**src/rtl/wdt_pkg.sv**
```systemverilog
package wdt_pkg;
  localparam int unsigned NREG = 8;

  localparam int unsigned W_INT   = 0;
  localparam int unsigned W_CTRL  = 1;
  localparam int unsigned W_CNT   = 2;
  localparam int unsigned W_MCTRL = 3;
  localparam int unsigned W_MATCH = 4;
  localparam int unsigned W_EMR   = 5;
  localparam int unsigned W_PULSE = 6;
  localparam int unsigned W_STAT  = 7;

  localparam int unsigned MC_IRQ  = 0;
  localparam int unsigned MC_WRAP = 1;
  localparam int unsigned MC_STOP = 2;
  localparam int unsigned MC_RES1 = 3;
  localparam int unsigned MC_RES2 = 4;
  localparam int unsigned MC_FRC1 = 5;
  localparam int unsigned MC_FRC2 = 6;

  typedef enum logic [1:0] {
    EM_KEEP   = 2'd0,
    EM_LOW    = 2'd1,
    EM_HIGH   = 2'd2,
    EM_TOGGLE = 2'd3
  } emr_act_e;
endpackage

```
**src/rtl/wdt_counter.sv**
```systemverilog
module wdt_counter #(
  parameter int unsigned CNT_W = 32
) (
  input  logic             clk_i,
  input  logic             rst_ni,
  input  logic             run_i,
  input  logic             clr_i,
  input  logic             freeze_i,
  input  logic [CNT_W-1:0] match_i,
  input  logic             wrap_i,
  output logic [CNT_W-1:0] cnt_o,
  output logic             hit_o
);
  logic [CNT_W-1:0] cnt_q, cnt_inc;
  logic             adv;

  assign adv     = run_i && !clr_i && !freeze_i;
  assign cnt_inc = cnt_q + CNT_W'(1);
  assign hit_o   = adv && (cnt_inc == match_i);
  assign cnt_o   = cnt_q;

  always_ff @(posedge clk_i or negedge rst_ni) begin
    if (!rst_ni)               cnt_q <= '0;
    else if (clr_i)            cnt_q <= '0;
    else if (hit_o && wrap_i)  cnt_q <= '0;
    else if (adv)              cnt_q <= cnt_inc;
  end
endmodule

```
**src/rtl/wdt_pulse.sv**
```systemverilog
module wdt_pulse #(
  parameter int unsigned PULSE_W     = 16,
  parameter int unsigned PULSE_EXTRA = 6
) (
  input  logic               clk_i,
  input  logic               por_ni,
  input  logic               trig_i,
  input  logic               ext_i,
  input  logic [PULSE_W-1:0] width_i,
  output logic               int_o,
  output logic               ext_o,
  output logic               cause_o
);
  localparam int unsigned LW = PULSE_W + 1;

  logic [LW-1:0] left_q;
  logic          ext_q, cause_q, active;

  assign active = (left_q != '0);

  // Lives in the power-on domain so the pulse and its cause outlast rst_ni.
  always_ff @(posedge clk_i or negedge por_ni) begin
    if (!por_ni) begin
      left_q  <= '0;
      ext_q   <= 1'b0;
      cause_q <= 1'b0;
    end else if (trig_i && !active) begin
      left_q  <= LW'(width_i) + LW'(PULSE_EXTRA);
      ext_q   <= ext_i;
      cause_q <= 1'b1;
    end else if (active) begin
      left_q  <= left_q - LW'(1);
    end
  end

  assign int_o   = active;
  assign ext_o   = active && ext_q;
  assign cause_o = cause_q;
endmodule

```
**src/rtl/wdt_match_timer.sv**
```systemverilog
module wdt_match_timer
  import wdt_pkg::*;
#(
  parameter int unsigned DW          = 32,
  parameter int unsigned AW          = 4,
  parameter int unsigned CNT_W       = 32,
  parameter int unsigned PULSE_W     = 16,
  parameter int unsigned PULSE_EXTRA = 6
) (
  input  logic          clk_i,
  input  logic          rst_ni,
  input  logic          por_ni,
  input  logic          dbg_halt_i,
  input  logic          req_i,
  input  logic          we_i,
  input  logic [AW-1:0] addr_i,
  input  logic [DW-1:0] wdata_i,
  output logic [DW-1:0] rdata_o,
  output logic          irq_o,
  output logic          rst_int_o,
  output logic          rst_ext_o,
  output logic          match_o
);
  localparam int unsigned MC_W = MC_RES2 + 1;

  logic [NREG-1:0]    wsel;
  logic               irq_q, en_q, clr_q, dbg_q, em_q;
  logic [MC_W-1:0]    mc_q;
  logic [CNT_W-1:0]   match_q, cnt;
  logic [PULSE_W-1:0] pw_q;
  emr_act_e           act_q;
  logic               hit, hit_rst, frc, trig, trig_ext, cause;

  always_comb begin
    for (int i = 0; i < NREG; i++)
      wsel[i] = req_i && we_i && (addr_i == AW'(i));
  end

  wdt_counter #(.CNT_W(CNT_W)) u_cnt (
    .clk_i   (clk_i),
    .rst_ni  (rst_ni),
    .run_i   (en_q),
    .clr_i   (clr_q),
    .freeze_i(dbg_q && dbg_halt_i),
    .match_i (match_q),
    .wrap_i  (mc_q[MC_WRAP]),
    .cnt_o   (cnt),
    .hit_o   (hit)
  );

  always_ff @(posedge clk_i or negedge rst_ni) begin
    if (!rst_ni) begin
      en_q  <= 1'b0;
      clr_q <= 1'b0;
      dbg_q <= 1'b0;
    end else if (wsel[W_CTRL]) begin
      en_q  <= wdata_i[0];
      clr_q <= wdata_i[1];
      dbg_q <= wdata_i[2];
    end else if (hit && mc_q[MC_STOP]) begin
      en_q  <= 1'b0;
    end
  end

  always_ff @(posedge clk_i or negedge rst_ni) begin
    if (!rst_ni)                          irq_q <= 1'b0;
    else if (hit && mc_q[MC_IRQ])         irq_q <= 1'b1;
    else if (wsel[W_INT] && wdata_i[0])   irq_q <= 1'b0;
  end

  always_ff @(posedge clk_i or negedge rst_ni) begin
    if (!rst_ni) begin
      mc_q    <= '0;
      match_q <= '0;
      pw_q    <= '0;
    end else begin
      if (wsel[W_MCTRL]) mc_q    <= wdata_i[MC_W-1:0];
      if (wsel[W_MATCH]) match_q <= wdata_i[CNT_W-1:0];
      if (wsel[W_PULSE]) pw_q    <= wdata_i[PULSE_W-1:0];
    end
  end

  always_ff @(posedge clk_i or negedge rst_ni) begin
    if (!rst_ni) begin
      em_q  <= 1'b0;
      act_q <= EM_KEEP;
    end else if (wsel[W_EMR]) begin
      em_q  <= wdata_i[0];
      act_q <= emr_act_e'(wdata_i[5:4]);
    end else if (hit) begin
      unique case (act_q)
        EM_KEEP:   em_q <= em_q;
        EM_LOW:    em_q <= 1'b0;
        EM_HIGH:   em_q <= 1'b1;
        EM_TOGGLE: em_q <= ~em_q;
      endcase
    end
  end

  assign hit_rst  = hit && (mc_q[MC_RES1] || mc_q[MC_RES2]);
  assign frc      = wsel[W_MCTRL] && (wdata_i[MC_FRC1] || wdata_i[MC_FRC2]);
  assign trig     = hit_rst || frc;
  assign trig_ext = (hit_rst && mc_q[MC_RES2]) || (frc && wdata_i[MC_FRC2]);

  wdt_pulse #(.PULSE_W(PULSE_W), .PULSE_EXTRA(PULSE_EXTRA)) u_pulse (
    .clk_i  (clk_i),
    .por_ni (por_ni),
    .trig_i (trig),
    .ext_i  (trig_ext),
    .width_i(pw_q),
    .int_o  (rst_int_o),
    .ext_o  (rst_ext_o),
    .cause_o(cause)
  );

  always_comb begin
    rdata_o = '0;
    case (addr_i)
      AW'(W_INT):   rdata_o[0]   = irq_q;
      AW'(W_CTRL):  rdata_o[2:0] = {dbg_q, clr_q, en_q};
      AW'(W_CNT):   rdata_o      = DW'(cnt);
      AW'(W_MCTRL): rdata_o      = DW'(mc_q);
      AW'(W_MATCH): rdata_o      = DW'(match_q);
      AW'(W_EMR):   rdata_o[5:0] = {act_q, 3'b000, em_q};
      AW'(W_PULSE): rdata_o      = DW'(pw_q);
      AW'(W_STAT):  rdata_o[0]   = cause;
      default:      rdata_o      = '0;
    endcase
  end

  assign irq_o   = irq_q;
  assign match_o = em_q;
endmodule

```
**config.mk**
```make
export PLATFORM = sky130hd
export DESIGN_NAME = wdt_match_timer
export DESIGN_NICKNAME = d
export VERILOG_FILES = /design/src/rtl/wdt_pkg.sv /design/src/rtl/wdt_counter.sv /design/src/rtl/wdt_pulse.sv /design/src/rtl/wdt_match_timer.sv
export SDC_FILE = /design/constraint.sdc
export NUM_CORES = 1
export LEC_CHECK = 0
export BUFFER_PORTS_ARGS = -buffer_cell sky130_fd_sc_hd__clkbuf_2
export CAP_MARGIN = 30
export CORE_MARGIN = 2
export CORE_UTILIZATION = 44
export CTS_CLUSTER_SIZE = 14
export DETAILED_ROUTE_END_ITERATION = 10
export HOLD_SLACK_MARGIN = 0.02
export SETUP_SLACK_MARGIN = 0.3
export SLEW_MARGIN = 20
export SYNTH_ARGS = -nofsm -noshare
export SYNTH_HDL_FRONTEND = slang
export SYNTH_SLANG_ARGS = --single-unit
export TNS_END_PERCENT = 1
```
**constraint.sdc**
```tcl
create_clock -name clk_i -period 3.7 [get_ports clk_i]
set_input_delay 0.37 -clock clk_i [delete_from_list [all_inputs] [get_ports clk_i]]
set_output_delay 0.37 -clock clk_i [all_outputs]
set_load 0.05 [all_outputs]
```
## Yosys cells after proc, flatten, opt, wreduce, memory -nomap -nowiden

Index checks and enable logic that the tools add are counted.

- Output and inout port bits: 36
- Memories kept: 0
- Bits in registers: 111
- Bits in latches: 0
- Bits in read-only memories: 0
- Word-level logic and storage cells: 82
- Memory bits (writable): 0
- Input bits: 42

- Add/subtract/negate cells: 3
- Equality and inequality tests: 12
- Magnitude comparators: 0
- $mul: 0
- Reduce and logical (&&, ||, !) cells: 37
- Muxes and demuxes: 16
- Shifts and indexed selects: 0
- Divide/modulo/power cells: 0
- Bitwise operators: 1

Operators with widths:

| kind | count |
|---|---|
| 32-bit two-way mux | 3 |
| 26-bit case mux with 3 select lines | 1 |
| 17-bit two-way mux | 2 |
| 32-bit by 1-bit adder with 32-bit output (second input constant) | 1 |
| 32-bit == test | 1 |
| 1-bit logical AND | 21 |
| 16-bit by 3-bit adder with 17-bit output (second input constant) | 1 |
| 17-bit nonzero test | 1 |
| 17-bit by 1-bit subtractor with 17-bit output (second input constant) | 1 |
| 4-bit by 3-bit == test with 1-bit output (second input constant) | 4 |
| 3-bit case mux with 5 select lines | 1 |
| 2-bit case mux with 5 select lines | 1 |
| 4-bit by 2-bit == test with 1-bit output (second input constant) | 2 |
| 1-bit case mux with 8 select lines | 1 |
| 2-bit nonzero test | 4 |
| 1-bit two-way mux | 6 |
| 2-bit == test (second input constant) | 2 |
| 4-bit by 1-bit == test with 1-bit output (second input constant) | 1 |
| 4-bit logical NOT | 1 |
| 1-bit logical OR | 4 |
| 1-bit logical NOT | 3 |
| 1-bit case mux with 3 select lines | 1 |
| 3-bit nonzero test | 1 |
| 2-bit by 1-bit == test with 1-bit output (second input constant) | 1 |
| 4 further kinds | 4 |

## Logic depth before layout (Yosys ltp)

- Depth in word-level cells: 8
- Gate-level depth with buffers: 13
- Mapped depth without buffers: 10

## Hierarchy

Synthesis repeated with hierarchy kept, for this count alone.

- Cells, all modules: 709
- Area, all modules: 7181.9 µm²

By module, submodules not included:

| module | area an instance (µm²) | sequential area each (µm²) | cells an instance | instances |
|---|---|---|---|---|
| wdt_match_timer | 3074.2 | 1501.4 | 227 | 1 |
| wdt_counter | 2738.9 | 800.8 | 331 | 1 |
| wdt_pulse | 1368.8 | 475.5 | 151 | 1 |

## Worst setup path after synthesis

No wires, ideal clock.

- Path kind: register -> output
- From: register u_pulse.left_q[5]
- To: output rst_ext_o
- Stages on the path, launching flop included: 8
- Data required time: 3.330 ns
- Path buffers: 1
- Setup slack: 0.357 ns
- Arrival time: 2.973 ns
- Cell sequence: dfrtp_1 > or4_1 > nor4_2 > nand2b_1 > or4_1 > or4_1 > clkbuf_1 > and2_1

- Word-level cells in the longest chain between the ends: 2

Ends and longest elaborated chain:

| element | RTL line | RTL |
|---|---|---|
| start: declaration | wdt_pulse.sv:16 | `logic [LW-1:0] left_q;` |
| start signal: assignment | wdt_pulse.sv:28 | `left_q <= LW'(width_i) + LW'(PULSE_EXTRA);` |
| start signal: assignment | wdt_pulse.sv:32 | `left_q <= left_q - LW'(1);` |
| 17-bit nonzero test | wdt_pulse.sv:19 | `assign active = (left_q != '0);` |
| named net rst_int_o | wdt_match_timer.sv:20 | `output logic rst_int_o,` |
| 1-bit logical AND | wdt_pulse.sv:37 | `assign ext_o = active && ext_q;` |
| end: declaration | wdt_match_timer.sv:21 | `output logic rst_ext_o,` |

The timed path passes the listed nets, and every way through them passes these cells.

## Final worst setup path

- From: register u_pulse.left_q[4]
- To: output rst_ext_o

- Word-level cells in the longest chain between the ends: 2

Ends and longest elaborated chain:

| element | RTL line |
|---|---|
| 17-bit nonzero test | wdt_pulse.sv:19 |
| 1-bit logical AND | wdt_pulse.sv:37 |

Every way passes these cells.

==> metrics.log <==
INFO  metric setup-violations-final = 0
INFO  metric maximum_capacitance_violations = 0
INFO  metric num_antenna_cells = 0
INFO  metric clockBufferDepth = 2
INFO  metric cts_made_buffers = 9
INFO  metric postSynth.topFlopCell = dfrtp_1
INFO  metric path_clk_slew = 70 ps
INFO  metric area_delta_synth_final = 16.34%
INFO  metric max_freq = 0.2974 GHz
INFO  metric h-tree-depth = 3
INFO  metric avgViaCountPerCell = 5.804
INFO  metric worstPathMaxFanout = 3
INFO  metric rsz0062_at_grt = true
INFO  metric run_status = complete, no violations
INFO  metric total_leakage_power = 3.354 nW
INFO  metric post_synth_inst_count = 690
INFO  metric layout_cell_share_with_drive_strength_beyond_1 = 26.85%
INFO  metric slew_worst_pin = 521.8 ps
INFO  metric skew = 7.627 ps
INFO  metric route.antenna.remaining_nets = 0
INFO  metric commonest_cells_after_routing_fill_and_taps_aside = 107 x dfrtp_1, 75 x clkbuf_2, 66 x nor2_1, 65 x nand2_1, 60 x xnor2_1
INFO  metric grt_use_total = 22.29%
INFO  metric net_count_synth = 735
INFO  metric layout_commonest_cell = dfrtp_1
INFO  metric dieHeight = 127.3 µm
INFO  metric finish.net_count = 811
INFO  metric first_iter_violations = 368
INFO  metric drc_errors = 0
INFO  metric first_global_vias = 5450
INFO  metric vias = 5566
INFO  metric post-layout-total-power = 0.003237 W
INFO  metric setup_tns = 0 ps
INFO  metric antenna_found_initial = 0
INFO  metric path_class = flip-flop to primary output
INFO  metric grt_first_pass_wirelength = 28.63 mm
INFO  metric worst_ir_drop_vdd = 0.0002631 V
INFO  metric endpoint_kind = primary output
INFO  metric portBuffers = 77
INFO  metric synth-edff-count = 0
INFO  metric synth_cell_type_count = 61
INFO  metric min_delay_path_class = input pin to flip-flop
INFO  metric die-area = 16200 µm²
INFO  metric design.portCount = 78
INFO  metric synth_area_per_cell = 9.690 µm²
INFO  metric critPathArrivalTime = 2990 ps
INFO  metric detail_route.wl_per_cell = 18.72 µm
INFO  metric n_fill_cell = 1389
INFO  metric drt_pass1_iterations = 5
INFO  metric netlist_area = 6686 µm²
INFO  metric synth_seq_area_share = 41.54%
INFO  metric start_util = 44.48%
INFO  metric slew_headroom = 65.22%
INFO  metric power_density = 416.2 nW/µm²
INFO  metric post-route-period-util = 90.87%
INFO  metric synthArstFlopShare = 100.0%
INFO  metric wirelength = 17.95 mm
INFO  metric overflow = 0
INFO  metric cp_required = 3330 ps
INFO  metric synth-seq-cells = 111
INFO  metric grt_max_degree = 43
INFO  metric worstSkewPairLatency = 360 ps
INFO  metric finalCriticalPeriod = 3362 ps
INFO  metric slew_violations = 0
INFO  metric cts_tree = built
INFO  metric fp.coreArea = 15030 µm²
INFO  metric hold_viol_final = 0
INFO  metric crit_path_start_kind = flip-flop
INFO  metric fp.dieW = 127.3 µm
INFO  metric fp_rows = 45
INFO  metric routabilityCongestion = 0.8388
INFO  metric dp_hpwl = 12.79 mm
INFO  metric clock_root_buffer = clkbuf_16
INFO  metric yosysWarnings = 0
INFO  metric tritoncts_sink_count = 111
power breakdown:
group | switching [W] | leakage (nW) | internal (W) | total, W
registers | 0.000181 | 1.40 | 0.00135 | 0.00153
clock network | 0.000458 | 0.153 | 0.000565 | 0.00102
logic | 0.000363 | 1.80 | 0.000317 | 0.000681
total | 0.00100 | 3.35 | 0.00224 | 0.00324
critical path: stages (launching register included):
cell	delay [ps]
dfrtp_2	420
or4_4	560
nor4_4	240
nand2b_1	110
or4_4	440
or4_4	530
and2_4	180
buf_6	140
cells in the mapped netlist (all sizes together) (20+ instances only):
| library cell | instances | area share [%] |
|---|---|---|
| dfrtp | 111 | 42 |
| nor2 | 67 | 3.8 |
| nand2 | 65 | 3.6 |
| xnor2 | 60 | 7.9 |
| mux2 | 57 | 9.6 |
| xor2 | 40 | 5.2 |
| buf | 23 | 2.0 |
| clkbuf | 22 | 1.3 |
| nand4 | 20 | 1.9 |
cells by family (layout without fill, tap and decap cells):
group	after synthesis	count (layout)	synth area share (%)
AO/OA/AOI/OAI	104	106	11.04
XOR/XNOR	100	100	13.10
adder cells (fa/ha/maj)	3	3	0.5614
buffers and inverters	55	134	3.855
flip-flops	111	111	41.54
multiplexers	66	66	11.13
AND/OR/NAND/NOR	251	251	18.77
routing by layer:
layer / GRT usage (%) / vias to the layer above / wire length [µm]
met5: 0 / - / 0
met1: 29.39 / 2828 / 8029
met4: 5.301 / 0 / 224
met2: 38.09 / 113 / 9070
li1: - / 2608 / -
met3: 4.271 / 17 / 626
cell type report:
| type | instances | area [µm²] | area share, % |
|---|---|---|---|
| inverter | 10 | 37.54 | 0.4825 |
| clock inverter | 4 | 52.55 | 0.6756 |
| clock buffer | 12 | 256.5 | 3.297 |
| sequential | 111 | 2783 | 35.77 |
| tap | 188 | 235.2 | 3.024 |
| timing repair buffer | 108 | 648.1 | 8.332 |
| multi-input combinational | 526 | 3766 | 48.42 |
sequential cells by signal (all words and copies together) (netlist names), 2 cells and up:
register	flops
act_q	2
u_pulse.left_q	17
match_q	32
mc_q	5
u_cnt.cnt_o	32
pw_q	16
per-stage QoR:
step	cells	setup WS, ps	hold slack (ps)	area, µm²	util (%)
global route	959	242.9	224.6	7779	51.74
floorplan	690	356.5	74.41	6686	-
finish	959	337.7	235.6	7779	51.74
detailed placement	928	167.1	350.8	7258	48.28
global placement	927	244.3	345.9	7238	48.15
CTS	949	254.0	228.5	7641	50.83
worst paths after layout:
| path | from | endpoint | slack [ps] | cells past startpoint |
|---|---|---|---|---|
| max | u_pulse.left_q[4] | rst_ext_o | 340 | 7 |
| min | wdata_i[21] | match_q[21] | 240 | 2 |
| max reg2reg | u_cnt.cnt_o[3] | en_q | 350 | 10 |
| min reg2reg | u_pulse.cause_o | u_pulse.cause_o | 490 | 1 |
| max in group asynchronous | rst_ni | u_cnt.cnt_o[11] | 2290 | 4 |
| min in group asynchronous | por_ni | u_pulse.left_q[0] | 490 | 2 |
repair_timing:
action                                  4_1_cts  5_1_grt
hold buffers                                  2        0
resized for setup                             6       15
gates cloned                                  1        1
pin swaps                                     2        8
endpoints found under the hold margin        55        0
endpoints found under the setup margin       37       50
setup buffers                                 2        9
No activity file was read; power rests on OpenSTA's default activity.
